$ cat config.mk
export PLATFORM = sky130hd
export DESIGN_NAME = mdio_master
export DESIGN_NICKNAME = d
export VERILOG_FILES = /design/src/rtl/mdio_pkg.sv /design/src/rtl/mdio_regfile.sv /design/src/rtl/mdio_clkdiv.sv /design/src/rtl/mdio_shifter.sv /design/src/rtl/mdio_master.sv
export SDC_FILE = /design/constraint.sdc
export NUM_CORES = 1
export LEC_CHECK = 0
export ABC_CLOCK_PERIOD_IN_PS = 3650
export BUFFER_PORTS_ARGS = -buffer_cell sky130_fd_sc_hd__buf_4
export CAP_MARGIN = 15
export CORE_UTILIZATION = 63
export DETAILED_ROUTE_END_ITERATION = 8
export GPL_ROUTABILITY_DRIVEN = 0
export GPL_TIMING_DRIVEN = 0
export PLACE_DENSITY = 0.95
export SYNTH_ARGS = -nofsm -noshare
export SYNTH_HDL_FRONTEND = slang
export SYNTH_SLANG_ARGS = --single-unit
$ cat constraint.sdc
create_clock -name clk -period 3.65 [get_ports clk]
set_input_delay 0.73 -clock clk [delete_from_list [all_inputs] [get_ports clk]]
set_output_delay 0.73 -clock clk [all_outputs]
set_load 0.1 [all_outputs]
$ cat src/rtl/mdio_pkg.sv
package mdio_pkg;

    localparam int BUS_W  = 32;
    localparam int ADDR_W = 5;
    localparam int MII_W  = 16;
    localparam int FLD_W  = 5;

    localparam logic [ADDR_W-1:0] OFS_CMD  = 5'h00;
    localparam logic [ADDR_W-1:0] OFS_XADR = 5'h04;
    localparam logic [ADDR_W-1:0] OFS_WDAT = 5'h08;
    localparam logic [ADDR_W-1:0] OFS_RDAT = 5'h0C;
    localparam logic [ADDR_W-1:0] OFS_STAT = 5'h10;

    localparam int GO_BIT     = 14;
    localparam int NORESP_BIT = 1;

    localparam int FRAME_LEN = 64;
    localparam int IDX_W     = $clog2(FRAME_LEN);
    localparam logic [IDX_W-1:0] LAST_IDX = IDX_W'(FRAME_LEN - 1);
    localparam logic [IDX_W-1:0] REL_IDX  = IDX_W'(46);
    localparam logic [IDX_W-1:0] TA2_IDX  = IDX_W'(47);
    localparam logic [IDX_W-1:0] DAT_IDX  = IDX_W'(48);

    localparam logic [1:0] OP_RD = 2'b10;

    typedef struct packed {
        logic [1:0]       st;
        logic [1:0]       op;
        logic [FLD_W-1:0] phy;
        logic [FLD_W-1:0] regn;
    } mgmt_cmd_t;

    localparam int CMD_W = $bits(mgmt_cmd_t);

    typedef enum logic [1:0] {
        SH_IDLE,
        SH_RUN,
        SH_DONE
    } sh_state_t;

    function automatic logic is_rd(mgmt_cmd_t c);
        return c.op == OP_RD;
    endfunction

    function automatic mgmt_cmd_t decode_cmd(logic [BUS_W-1:0] w);
        mgmt_cmd_t c;
        c.regn = w[4:0];
        c.phy  = w[9:5];
        c.op   = w[11:10];
        c.st   = w[13:12];
        return c;
    endfunction

    function automatic logic [FRAME_LEN-1:0] frame_bits(mgmt_cmd_t c, logic [MII_W-1:0] d);
        logic [1:0]       ta;
        logic [MII_W-1:0] body;
        ta   = is_rd(c) ? 2'b11 : 2'b10;
        body = is_rd(c) ? {MII_W{1'b1}} : d;
        return {{32{1'b1}}, c.st, c.op, c.phy, c.regn, ta, body};
    endfunction

endpackage

$ cat src/rtl/mdio_regfile.sv
module mdio_regfile
    import mdio_pkg::*;
(
    input  logic                  clk,
    input  logic                  rst,
    input  logic                  reg_wr,
    input  logic [ADDR_W-1:0]     reg_addr,
    input  logic [BUS_W-1:0]      reg_wdata,
    output logic [BUS_W-1:0]      reg_rdata,
    input  logic                  done,
    input  logic                  done_read,
    input  logic                  noresp,
    input  logic [MII_W-1:0]      rd_value,
    output logic                  busy,
    output logic                  go,
    output mgmt_cmd_t             cmd,
    output logic [MII_W-1:0]      wdat
);

    logic [BUS_W-1:0] xadr_q;
    logic [MII_W-1:0] rdat_q;
    logic             noresp_q;

    always_ff @(posedge clk) begin
        if (rst) begin
            busy     <= 1'b0;
            go       <= 1'b0;
            cmd      <= '0;
            wdat     <= '0;
            xadr_q   <= '0;
            rdat_q   <= '0;
            noresp_q <= 1'b0;
        end else begin
            go <= 1'b0;
            if (reg_wr) begin
                case (reg_addr)
                    OFS_CMD: begin
                        if (!busy) begin
                            cmd <= decode_cmd(reg_wdata);
                            if (reg_wdata[GO_BIT]) begin
                                busy <= 1'b1;
                                go   <= 1'b1;
                            end
                        end
                    end
                    OFS_XADR: xadr_q <= reg_wdata;
                    OFS_WDAT: wdat   <= reg_wdata[MII_W-1:0];
                    default: ;
                endcase
            end
            if (done) begin
                busy <= 1'b0;
            end
            if (done_read) begin
                rdat_q   <= noresp ? {MII_W{1'b1}} : rd_value;
                noresp_q <= noresp;
            end
        end
    end

    always_comb begin
        reg_rdata = '0;
        case (reg_addr)
            OFS_CMD:  reg_rdata = {{(BUS_W-CMD_W-1){1'b0}}, busy, cmd};
            OFS_XADR: reg_rdata = xadr_q;
            OFS_WDAT: reg_rdata = {{(BUS_W-MII_W){1'b0}}, wdat};
            OFS_RDAT: reg_rdata = {{(BUS_W-MII_W){1'b0}}, rdat_q};
            OFS_STAT: reg_rdata[NORESP_BIT] = noresp_q;
            default:  reg_rdata = '0;
        endcase
    end

endmodule

$ cat src/rtl/mdio_clkdiv.sv
module mdio_clkdiv #(
    parameter int MDC_HALF = 50
) (
    input  logic clk,
    input  logic rst,
    input  logic run,
    output logic mdc,
    output logic rise_evt,
    output logic fall_evt
);

    localparam int CW = (MDC_HALF > 2) ? $clog2(MDC_HALF) : 1;
    localparam logic [CW-1:0] CNT_TOP = CW'(MDC_HALF - 1);

    logic [CW-1:0] cnt;
    logic          wrap;

    assign wrap     = run && (cnt == CNT_TOP);
    assign rise_evt = wrap && !mdc;
    assign fall_evt = wrap && mdc;

    always_ff @(posedge clk) begin
        if (rst || !run) begin
            cnt <= '0;
            mdc <= 1'b0;
        end else if (wrap) begin
            cnt <= '0;
            mdc <= !mdc;
        end else begin
            cnt <= cnt + 1'b1;
        end
    end

endmodule

$ cat src/rtl/mdio_shifter.sv
module mdio_shifter
    import mdio_pkg::*;
(
    input  logic             clk,
    input  logic             rst,
    input  logic             go,
    input  mgmt_cmd_t        cmd,
    input  logic [MII_W-1:0] wdat,
    input  logic             rise_evt,
    input  logic             fall_evt,
    input  logic             mdio_in,
    output logic             mdio_out,
    output logic             mdio_oe,
    output logic             run,
    output logic             done,
    output logic             done_read,
    output logic             noresp,
    output logic [MII_W-1:0] rd_value
);

    sh_state_t             state;
    logic [FRAME_LEN-1:0]  sh;
    logic [IDX_W-1:0]      idx;
    logic                  rd_q;
    logic                  miss_q;
    logic [MII_W-1:0]      cap_q;

    always_ff @(posedge clk) begin
        if (rst) begin
            state  <= SH_IDLE;
            sh     <= '1;
            idx    <= '0;
            rd_q   <= 1'b0;
            miss_q <= 1'b0;
            cap_q  <= '0;
        end else begin
            case (state)
                SH_IDLE: begin
                    if (go) begin
                        sh     <= frame_bits(cmd, wdat);
                        idx    <= '0;
                        rd_q   <= is_rd(cmd);
                        miss_q <= 1'b0;
                        state  <= SH_RUN;
                    end
                end
                SH_RUN: begin
                    if (rise_evt && rd_q) begin
                        if (idx == TA2_IDX) begin
                            miss_q <= mdio_in;
                        end
                        if (idx >= DAT_IDX) begin
                            cap_q <= {cap_q[MII_W-2:0], mdio_in};
                        end
                    end
                    if (fall_evt) begin
                        if (idx == LAST_IDX) begin
                            state <= SH_DONE;
                        end else begin
                            idx <= idx + 1'b1;
                            sh  <= {sh[FRAME_LEN-2:0], 1'b1};
                        end
                    end
                end
                SH_DONE: state <= SH_IDLE;
                default: state <= SH_IDLE;
            endcase
        end
    end

    assign run       = (state == SH_RUN);
    assign done      = (state == SH_DONE);
    assign done_read = done && rd_q;
    assign noresp    = miss_q;
    assign rd_value  = cap_q;
    assign mdio_out  = run ? sh[FRAME_LEN-1] : 1'b1;
    assign mdio_oe   = run && !(rd_q && (idx >= REL_IDX));

endmodule

$ cat src/rtl/mdio_master.sv
module mdio_master
    import mdio_pkg::*;
#(
    parameter int MDC_HALF = 50
) (
    input  logic              clk,
    input  logic              rst,
    input  logic              reg_wr,
    input  logic [ADDR_W-1:0] reg_addr,
    input  logic [BUS_W-1:0]  reg_wdata,
    output logic [BUS_W-1:0]  reg_rdata,
    output logic              mdc,
    input  logic              mdio_in,
    output logic              mdio_out,
    output logic              mdio_oe
);

    logic             busy_w;
    logic             go_w;
    mgmt_cmd_t        cmd_w;
    logic [MII_W-1:0] wdat_w;
    logic             run_w;
    logic             done_w;
    logic             done_rd_w;
    logic             noresp_w;
    logic [MII_W-1:0] rdv_w;
    logic             rise_w;
    logic             fall_w;

    mdio_regfile u_regs (
        .clk       (clk),
        .rst       (rst),
        .reg_wr    (reg_wr),
        .reg_addr  (reg_addr),
        .reg_wdata (reg_wdata),
        .reg_rdata (reg_rdata),
        .done      (done_w),
        .done_read (done_rd_w),
        .noresp    (noresp_w),
        .rd_value  (rdv_w),
        .busy      (busy_w),
        .go        (go_w),
        .cmd       (cmd_w),
        .wdat      (wdat_w)
    );

    mdio_clkdiv #(.MDC_HALF(MDC_HALF)) u_div (
        .clk      (clk),
        .rst      (rst),
        .run      (run_w),
        .mdc      (mdc),
        .rise_evt (rise_w),
        .fall_evt (fall_w)
    );

    mdio_shifter u_shift (
        .clk       (clk),
        .rst       (rst),
        .go        (go_w),
        .cmd       (cmd_w),
        .wdat      (wdat_w),
        .rise_evt  (rise_w),
        .fall_evt  (fall_w),
        .mdio_in   (mdio_in),
        .mdio_out  (mdio_out),
        .mdio_oe   (mdio_oe),
        .run       (run_w),
        .done      (done_w),
        .done_read (done_rd_w),
        .noresp    (noresp_w),
        .rd_value  (rdv_w)
    );

endmodule

==> key figures, run 1 <==
Run status
  – Result of the run: finished, violations left
  – Failing checks: design-rule violations

Final layout
  – Fraction of layout instances using a drive strength above 1: 13.90%
  – Number of fill cells: 700
  – NumNets Final: 995
  – Area added between synthesis and finish: 16.98%
  – Core Util, Final: 76.42%
  – Area occupied by multi-input gates: 3601 um^2
  – Antenna diode instance count: 0
  – Most used cells in the layout excluding fill and tap cells: sky130_fd_sc_hd__dfxtp_1, sky130_fd_sc_hd__nor2_1, sky130_fd_sc_hd__buf_4
  – Most common cell after layout, fill and taps aside: sky130_fd_sc_hd__dfxtp_1
  – Sequential cell area: 3563 um^2

Die
  – Core Footprint: 11,520 um^2
  – Die span in x: 111.3 um
  – IO Count: 76
  – Number of cell rows: 39
  – Initial core utilization: 65.33%
  – Floorplan die height: 111.3 um
  – Die area: 12,380 um^2

Synthesis
  – Cell taking the most area after synthesis: sky130_fd_sc_hd__dfxtp_1
  – Top cells by area in the synthesized netlist: sky130_fd_sc_hd__dfxtp_1, sky130_fd_sc_hd__mux2i_1, sky130_fd_sc_hd__nor2_1
  – Count of different cell masters after synthesis: 47
  – Fraction of synthesized cell area taken by the top area cell type: 47.36%
  – Average size of a mapped cell: 8.758 um^2
  – Sequential fraction of the synthesis area: 47.36%
  – Cell count after synthesis: 859
  – Proportion of register bits with asynchronous set or reset after synthesis: 0%
  – Number of enable flip-flop cells after synthesis: 0
  – Number of synthesized register bits: 178
  – Post-Syn Area: 7523 um^2
  – Post-Syn Nets: 903
  – Flip-flop cell with the highest count after synthesis: sky130_fd_sc_hd__dfxtp_1
  – Synthesis warning total: 0

Critical path
  – Slowest stage cell on the critical path: sky130_fd_sc_hd__nor4_1
  – Worst Setup End Kind: primary output
  – Largest fanout on the critical path: 10
  – CP Data Required Time: 2.92 ns
  – Crit path kind: in -> out
  – Cell repeated most along the worst path: sky130_fd_sc_hd__clkbuf_1
  – Largest stage delay on the critical path: 0.61 ns
  – Number of buffer and inverter instances along the worst setup path: 4
  – Worst Path Arrival: 2.84 ns
  – Cells traversed along the worst timing path: buf_2 -> nor4_1 -> clkbuf_1 -> clkbuf_1 -> and3_1 -> buf_4
  – Family of cells with the greatest summed delay on the critical path: buffers and inverters
  – Nature of the critical path startpoint: input pin

STA
  – Post-layout minimum cycle time: 3.566 ns
  – Final critical-path share of the clock period: 97.70%
  – RSZ-0062 raised after global routing: no
  – Final slew viol count: 0
  – Count of endpoints failing hold in the final timing report: 0
  – Worst Clk Skew: 0.008265 ns
  – Setup TNS: 0 ns
  – Count of endpoints failing setup in the final report: 0
  – Achievable Freq: 280.4 MHz
  – Pin slew with the least headroom to its limit: 0.7309 ns
  – WHS: 0.4588 ns
  – Worst slew slack as a fraction of its limit: 50.90%

Route
  – Via-to-Cell Ratio: 6.527
  – Drt drc: 2
  – Routed wirelength normalized by instance count: 19.79 um
  – Number of iterations in the first detailed-routing pass: 7
  – Number of nets with antenna violations after detailed routing: 0
  – Total wirelength of the detailed-routed design: 21,900 um
  – Number of design-rule violations left by the first detailed-router iteration: 807
  – Via count: 7,225

Power and ir drop
  – Power per cell area: 433.6 nW/um^2
  – Static leakage: 3.190 nW
  – Pwr Total: 3.816 mW
  – Worst-case vdd ir drop: 0.5111 mV

GRT
  – Global-route wire length before repair: 34,450 um
  – Remaining Overflow, GRT: 0
  – Maximum number of pins on one net before global-route repair: 18
  – Number of global-route vias before repair: 6,985
  – Initial antenna violation count: 0
  – All-Layer GR Usage: 35.75%

CTS
  – TritonCTS clock tree: built
  – Clock Latency Late Sink: 0.45 ns
  – CTS buffer count: 17
  – Root Buffer: sky130_fd_sc_hd__clkbuf_16
  – Post-CTS Repair Setup Buffers: 0
  – Post-cts resize count: 0
  – CTS Hold Bufs: 0
  – Clock Sinks: 178
  – Max H-tree Level: 4
  – Clock input transition at the sequential cells of the worst setup and hold paths: 0.07 ns
  – Maximum clock path buffer count: 2

Worst hold path
  – Hold crit path type: reg -> reg

Placement
  – Input/output buffers: 73
  – Placed wire-length estimate after detailed placement: 14,870 um

Flow run
  – Maxcap violations: 0
-- per-layer routing --
layer / global-route usage [%] / vias to the layer above / wire length (um)
met4: 21.53 / 0 / 1168
met1: 43.61 / 3359 / 8278
li1: - / 3269 / -
met2: 56.63 / 478 / 10190
met3: 9.513 / 119 / 2266
met5: 0 / - / 0
-- path summary, 6_finish.rpt --
kind / from / endpoint / slack (ns) / cells after the start
setup / recovery: reg_addr[3] / reg_rdata[21] / 0.08 / 6
hold reg to reg: u_regs.xadr_q[7] / u_regs.xadr_q[7] / 0.46 / 2
setup reg to reg: u_shift.idx[0] / u_shift.sh[48] / 1.32 / 7
hold / removal: u_regs.xadr_q[7] / u_regs.xadr_q[7] / 0.46 / 2
-- cells by family after synthesis --
kind of cell | count (synthesis) | share of synthesized area [%]
xor gates and xnor gates | 5 | 0.5822
DFF | 178 | 47.36
and+or+nand+nor | 297 | 18.44
adders and majority gates | 3 | 0.4990
buffers and inverters | 90 | 4.773
muxes | 66 | 11.13
AOI/OAI and AO/OA | 220 | 17.21
-- layout make-up --
type	count	share of cell area (%)
Multi-Input combinational cell	591	40.92
Clock inverter	15	1.422
Clock buffer	17	4.834
Tap cell	143	2.033
Timing Repair Buffer	73	6.227
Buffer	85	3.867
Sequential cell	178	40.49
Inverter	5	0.2132
-- metrics by stage --
step,area [um^2],setup WS (ns),std cells
after global placement,8250,0.2705,1075
after global routing,8801,0.0005935,1107
final,8801,0.08404,1107
after floorplan,7523,0.06237,859
after detailed placement,8250,0.2302,1075
after CTS,8801,0.1987,1107
-- power by group --
group	switching (mW)	internal, mW
Combinational	0.0864	0.0519
Sequential	0.00459	1.95
Clock	0.840	0.888
Total	0.931	2.89
-- synthesized netlist by cell type, types with 13 or more instances --
cell type                  instances
sky130_fd_sc_hd__o211ai_1         19
sky130_fd_sc_hd__clkbuf_1         66
sky130_fd_sc_hd__mux2i_1          51
sky130_fd_sc_hd__nand2_1          71
sky130_fd_sc_hd__and2_1           15
sky130_fd_sc_hd__a21oi_1          73
sky130_fd_sc_hd__nor2_1          122
sky130_fd_sc_hd__mux4_2           14
sky130_fd_sc_hd__nor4_1           35
sky130_fd_sc_hd__a211oi_1         16
sky130_fd_sc_hd__and3_1           20
sky130_fd_sc_hd__o311ai_0         13
sky130_fd_sc_hd__o22ai_1          15
sky130_fd_sc_hd__o21ai_0          70
sky130_fd_sc_hd__dfxtp_1         178
-- worst register-to-register path, stage by stage (launching register included) --
cell	delay [ns]
sky130_fd_sc_hd__dfxtp_1	0.34
sky130_fd_sc_hd__ha_1	0.24
sky130_fd_sc_hd__and3_1	0.24
sky130_fd_sc_hd__a311oi_1	0.44
sky130_fd_sc_hd__buf_2	0.30
sky130_fd_sc_hd__buf_1	0.38
sky130_fd_sc_hd__a21oi_1	0.11
sky130_fd_sc_hd__o21ai_0	0.20
-- registers in the layout, indices dropped and copies added, names as in the netlist, 2 cells and up --
register / cells
u_shift.idx: 6
u_regs.rdat_q: 16
u_shift.sh: 64
u_regs.xadr_q: 32
u_shift.rd_value: 16
u_regs.cmd: 14
u_div.cnt: 6
u_regs.wdat: 16
u_shift.state: 2
No activity file was read; power rests on OpenSTA's default activity.
==> run 2: changes to the inputs <==
Settings changed: GPL_TIMING_DRIVEN 0 to default, RECOVER_POWER from default to 50.
==> run 2 against run 1 <==
Net effect:
- the flow finishes with violations (design-rule violations, max-capacitance violations, max-slew violations)
- worst setup slack improved by 0.65 ns
- non-clock buffer count fell by 65
- count of clock-buffer cells in the layout rose by 2
- clock skew rose by 0.0015 ns
==> key figures, run 2 (synthesized netlist as in run 1, its figures left out) <==
STA
  – Pin slew with the least headroom to its limit: 1.870 ns
  – RSZ-0062 raised after global routing: no
  – Count of endpoints failing hold in the final timing report: 0
  – Worst Clk Skew: 0.009753 ns
  – Post-layout minimum cycle time: 2.920 ns
  – Setup TNS: 0 ns
  – Final worst slack: 0.7298 ns
  – Count of endpoints failing setup in the final report: 0
  – Worst slew slack as a fraction of its limit: -24.68%
  – Final slew viol count: 96
  – Achievable Freq: 342.4 MHz
  – Final critical-path share of the clock period: 80.01%
  – WHS: 0.4532 ns

GRT
  – Global-route wire length before repair: 33,910 um
  – Remaining Overflow, GRT: 0
  – All-Layer GR Usage: 34.63%
  – Number of global-route vias before repair: 6,582
  – Initial antenna violation count: 0
  – Maximum number of pins on one net before global-route repair: 96

Critical path
  – Slowest stage cell on the critical path: sky130_fd_sc_hd__nor4_1
  – Cell repeated most along the worst path: sky130_fd_sc_hd__buf_4
  – Cells traversed along the worst timing path: buf_4 -> nor4_1 -> buf_4 -> and3_1 -> buf_4
  – Beginning of the critical path: reg_addr[3]
  – Nature of the critical path startpoint: input pin
  – Worst Path Arrival: 2.19 ns
  – Worst Setup End Kind: primary output
  – FF-to-FF Start: u_div.cnt[1]
  – Crit path kind: in -> out
  – Largest stage delay on the critical path: 0.41 ns
  – Worst R2R Setup Slack: 0.84 ns
  – Endpoint of the worst-slack reg-to-reg timing path: u_shift.sh[44]
  – Critical Path Sink: reg_rdata[17]
  – Largest fanout on the critical path: 21
  – Number of buffer and inverter instances along the worst setup path: 3
  – CP Data Required Time: 2.92 ns
  – Number of logic stages on the critical path including buffering: 5
  – Family of cells with the greatest summed delay on the critical path: buffers and inverters
  – Logic depth of the worst register-to-register path: 7

Final layout
  – Registers with the most flip-flops: u_shift.sh (64), u_regs.xadr_q (32)
  – Area added between synthesis and finish: 16.30%
  – Largest Register: u_shift.sh
  – Most common cell after layout, fill and taps aside: sky130_fd_sc_hd__dfxtp_1
  – Antenna diode instance count: 0
  – Core Util, Final: 75.98%
  – Number of flip-flops under the largest register name: 64
  – Number of fill cells: 686
  – NumNets Final: 930
  – Area occupied by multi-input gates: 3641 um^2
  – Fraction of layout instances using a drive strength above 1: 15.81%
  – Most used cells in the layout excluding fill and tap cells: sky130_fd_sc_hd__dfxtp_1, sky130_fd_sc_hd__nor2_1, sky130_fd_sc_hd__buf_4
  – Sequential cell area: 3563 um^2

Power and ir drop
  – Static leakage: 3.182 nW
  – Worst-case vdd ir drop: 0.3235 mV
  – Logic pwr share: 3.1%
  – Clock Power Share: 49.3%
  – Share of total power consumed by net switching: 20.89%
  – Power per cell area: 468.9 nW/um^2
  – Internal power: 3.246 mW
  – Sequential share of power: 47.6%
  – Net Sw Power: 0.8569 mW

Die
  – Die area: 12,380 um^2
  – Die span in x: 111.3 um
  – IO Count: 76
  – Floorplan die height: 111.3 um
  – Core Footprint: 11,520 um^2
  – Number of cell rows: 39
  – Initial core utilization: 65.33%

Route
  – Number of design-rule violations left by the first detailed-router iteration: 1,104
  – Routed wirelength normalized by instance count: 20.37 um
  – Via-to-Cell Ratio: 6.697
  – Drt drc: 2
  – Total wirelength of the detailed-routed design: 21,210 um
  – Number of nets with antenna violations after detailed routing: 0
  – Via count: 6,972
  – Number of iterations in the first detailed-routing pass: 9

CTS
  – TritonCTS clock tree: built
  – Root Buffer: sky130_fd_sc_hd__clkbuf_16
  – Post-cts resize count: 0
  – Post-CTS Repair Setup Buffers: 0
  – Clock input transition at the sequential cells of the worst setup and hold paths: 0.07 ns
  – Maximum clock path buffer count: 2
  – CTS Hold Bufs: 0
  – Clock Sinks: 178
  – CTS buffer count: 17
  – Clock Latency Late Sink: 0.43 ns
  – Max H-tree Level: 4

Placement
  – Placed wire-length estimate after detailed placement: 11,820 um
  – Input/output buffers: 75
  – Post-placement worst setup slack: 0.8470 ns

Flow run
  – Maxcap violations: 1

Worst hold path
  – Hold crit path type: reg -> reg

Run status
  – Failing checks: design-rule violations, max-capacitance violations, max-slew violations
  – Result of the run: finished, violations left
run 2: changes by cell type in the layout (fill, tap and decap cells not counted), moves of 2 or more:
cell / change
sky130_fd_sc_hd__bufinv_16: +5
sky130_fd_sc_hd__inv_6: -4
sky130_fd_sc_hd__buf_4: +13
sky130_fd_sc_hd__clkbuf_1: -63
sky130_fd_sc_hd__clkbuf_8: +2
sky130_fd_sc_hd__buf_1: -6
sky130_fd_sc_hd__buf_2: -11
sky130_fd_sc_hd__clkinv_4: -3
run 2: how the worst min path moves through the flow:
stage | startpoint | to | cells after the start
floorplan | u_regs.xadr_q[16] | u_regs.xadr_q[16] | 2
global placement | u_regs.xadr_q[25] | u_regs.xadr_q[25] | 2
detailed placement | u_regs.xadr_q[17] | u_regs.xadr_q[17] | 2
CTS | u_regs.xadr_q[31] | u_regs.xadr_q[31] | 2
global route | u_regs.xadr_q[18] | u_regs.xadr_q[18] | 2
finish | u_regs.xadr_q[20] | u_regs.xadr_q[20] | 2
run 2: cell type report:
class / count / area share [%]
timing repair buffer: 93 / 7.908
sequential: 178 / 40.73
tap: 143 / 2.045
clock buffer: 19 / 5.177
clock inverter: 12 / 2.317
multi-input combinational: 591 / 41.61
inverter: 5 / 0.2145
run 2: per-layer routing:
| layer | wire length (um) | global-route usage (%) |
|---|---|---|
| met3 | 1735 | 8.365 |
| met5 | 0 | 0 |
| met4 | 996 | 17.84 |
| met2 | 10160 | 54.67 |
| met1 | 8317 | 44.16 |
run 2: per-stage QoR:
stage	instances	total power, mW	instance area [um^2]
floorplan	859	2.058	7523
global placement	1008	2.115	8093
detailed placement	1008	2.117	8093
CTS	1039	4.105	8748
global route	1041	4.201	8750
finish	1041	4.103	8750
run 2: power groups by stage:
stage | clock [mW] | combinational, mW | sequential [mW]
detailed placement | 0 | 0.123 | 1.99
finish | 2.02 | 0.128 | 1.95
global route | 2.12 | 0.134 | 1.95
floorplan | 0 | 0.0654 | 1.99
global placement | 0 | 0.121 | 1.99
CTS | 2.03 | 0.126 | 1.95
run 2: worst register-to-register path, stage by stage (launching register included):
cell	delay, ns
sky130_fd_sc_hd__dfxtp_1	0.38
sky130_fd_sc_hd__inv_1	0.09
sky130_fd_sc_hd__ha_1	0.20
sky130_fd_sc_hd__nand4bb_1	0.21
sky130_fd_sc_hd__o21a_1	1.00
sky130_fd_sc_hd__buf_4	0.51
sky130_fd_sc_hd__nor4_1	0.11
sky130_fd_sc_hd__o21ai_0	0.22
==> run 3: changes to the inputs <==
Settings changed: ABC_CLOCK_PERIOD_IN_PS 3650 to 2400, CORE_UTILIZATION 63 to 53, PLACE_DENSITY 0.95 to 0.87.
Clock period 3.65 ns to 2.4 ns, I/O delays scaled along.
==> run 3 against run 2 <==
Net effect:
- the flow now finishes without violations
- worst hold slack worse by 0.16 ns
- cell count up 4.1%
- first-iteration DRC count down 46%
- routed wire length down 10%
- via count down 5.6%
- register-to-register slack worse by 0.63 ns
- clock skew down 0.0012 ns
- utilization down 12 points
- critical path depth unchanged
- die area up 19%
- count of clock-buffer cells in the layout down 1
- largest power group is now registers
==> key figures, run 3 (synthesized netlist as in run 1, its figures left out) <==
Route
  – Drt drc: 0
  – Number of iterations in the first detailed-routing pass: 6
  – Via count: 6,580
  – Number of nets with antenna violations after detailed routing: 0
  – Via-to-Cell Ratio: 6.070
  – Number of design-rule violations left by the first detailed-router iteration: 593
  – Routed wirelength normalized by instance count: 17.56 um
  – Total wirelength of the detailed-routed design: 19,030 um

Final layout
  – Area added between synthesis and finish: 17.65%
  – NumNets Final: 935
  – Sequential cell area: 3565 um^2
  – Antenna diode instance count: 0
  – Largest Register: u_shift.sh
  – Final Instance Count excl. Fillers: 1,084
  – Number of fill cells: 1,098
  – Most used cells in the layout excluding fill and tap cells: sky130_fd_sc_hd__dfxtp_1, sky130_fd_sc_hd__nor2_1, sky130_fd_sc_hd__buf_4
  – Fraction of layout instances using a drive strength above 1: 19.58%
  – Area occupied by multi-input gates: 3691 um^2
  – Core Util, Final: 63.76%
  – Registers with the most flip-flops: u_shift.sh (64), u_regs.xadr_q (32)
  – Most common cell after layout, fill and taps aside: sky130_fd_sc_hd__dfxtp_1
  – Number of flip-flops under the largest register name: 64

Run status
  – Result of the run: finished clean

Critical path
  – Worst Path Arrival: 1.81 ns
  – CP Data Required Time: 1.92 ns
  – Endpoint of the worst-slack reg-to-reg timing path: u_shift.sh[0]
  – Number of buffer and inverter instances along the worst setup path: 3
  – FF-to-FF Start: u_shift.idx[0]
  – Crit path kind: in -> out
  – Logic depth of the worst register-to-register path: 6
  – Family of cells with the greatest summed delay on the critical path: buffers and inverters
  – Nature of the critical path startpoint: input pin
  – Cell repeated most along the worst path: sky130_fd_sc_hd__buf_4
  – Worst Setup End Kind: primary output
  – Number of logic stages on the critical path including buffering: 5
  – Largest fanout on the critical path: 21
  – Worst R2R Setup Slack: 0.21 ns
  – Cells traversed along the worst timing path: buf_4 -> nor4_2 -> buf_4 -> and3_4 -> buf_4
  – Largest stage delay on the critical path: 0.30 ns
  – Slowest stage cell on the critical path: sky130_fd_sc_hd__nor4_2

Die
  – Floorplan die height: 121.1 um
  – Die span in x: 121.1 um
  – Core Footprint: 13,880 um^2
  – IO Count: 76
  – Initial core utilization: 54.20%
  – Number of cell rows: 43
  – Die area: 14,680 um^2

STA
  – Count of endpoints failing hold in the final timing report: 0
  – Pin slew with the least headroom to its limit: 0.7533 ns
  – Final worst slack: 0.1112 ns
  – Worst slew slack as a fraction of its limit: 49.78%
  – Worst Clk Skew: 0.008546 ns
  – RSZ-0062 raised after global routing: no
  – Final slew viol count: 0
  – Final critical-path share of the clock period: 95.37%
  – Count of endpoints failing setup in the final report: 0
  – Post-layout minimum cycle time: 2.289 ns
  – Achievable Freq: 436.9 MHz

CTS
  – CTS Hold Bufs: 0
  – Clock input transition at the sequential cells of the worst setup and hold paths: 0.07 ns
  – Max H-tree Level: 4
  – TritonCTS clock tree: built
  – Clock Latency Late Sink: 0.43 ns
  – CTS buffer count: 17
  – Post-CTS Repair Setup Buffers: 0
  – Clock Sinks: 178
  – Maximum clock path buffer count: 2
  – Root Buffer: sky130_fd_sc_hd__clkbuf_16
  – Post-cts resize count: 0

Power and ir drop
  – Worst-case vdd ir drop: 0.5647 mV
  – Pwr Total: 6.013 mW
  – Power per cell area: 679.4 nW/um^2
  – Static leakage: 3.178 nW

GRT
  – Maximum number of pins on one net before global-route repair: 99
  – Global-route wire length before repair: 30,670 um
  – Number of global-route vias before repair: 6,036
  – Remaining Overflow, GRT: 0
  – Initial antenna violation count: 0
  – All-Layer GR Usage: 26.71%

Worst hold path
  – Hold Crit Endpoint: u_regs.xadr_q[20]
  – Number of stages on the worst hold path: 3
  – Origin of the worst min-delay path: reg_wdata[20]
  – Hold crit path type: in -> reg

Placement
  – Placed wire-length estimate after detailed placement: 11,520 um
  – Post-placement worst setup slack: 0.09820 ns
  – Input/output buffers: 75
  – Count of placed standard cells including taps: 1,052

Flow run
  – Maxcap violations: 0
## run 3: per-layer routing
metal  part of all wire, %  global-route usage [%]  wire length [um]  up-vias
met2                    48                   42.39              9114      261
li1                      -                       -                 -     3140
met4                   2.1                   10.42               393        0
met1                    44                   35.27              8297     3144
met5                     0                       0                 0        -
met3                   6.4                   6.015              1227       35
## run 3: report_power, final
part | internal (mW) | switching (mW)
clock | 1.60 | 1.25
sequential | 2.96 | 0.00657
combinational | 0.0769 | 0.116
## run 3: how the worst max path moves through the flow
stage	startpoint	endpoint	slack (ns)
2_1_floorplan	reg_addr[3]	reg_rdata[15]	-0.16
3_3_place_gp	reg_addr[3]	reg_rdata[8]	0.15
3_5_place_dp	reg_addr[3]	reg_rdata[13]	0.1
4_1_cts	reg_addr[3]	reg_rdata[13]	0.10
5_1_grt	reg_addr[3]	reg_rdata[23]	0.02
6_report	reg_addr[3]	reg_rdata[23]	0.11
## run 3: layout make-up
type                    instances  share of cell area [%]
multi-input cells             591                   41.70
flip-flops and latches        178                   40.27
repair buffers                 98                   8.340
clock buffers                  18                   4.962
well taps                     180                   2.545
clock inverters                14                   1.965
inverters                       5                  0.2120
## run 3: worst register-to-register path: cells and delay by family, from the launching register on
kind	cells	cell delay, ns
AO/OA/AOI/OAI	2	0.63
AND/OR/NAND/NOR	2	0.60
adder cells (fa/ha/maj)	1	0.24
buffers and inverters	1	0.25
flip-flops	1	0.34
## run 3: metrics by stage
step	hold WS [ns]	area, um^2	TNS (ns)
2_1_floorplan	0.4316	7607	-0.1648
3_3_place_gp	0.4384	8323	0
3_5_place_dp	0.4489	8323	0
4_1_cts	0.2729	8936	0
5_1_grt	0.2791	8851	0
6_report	0.2909	8851	0
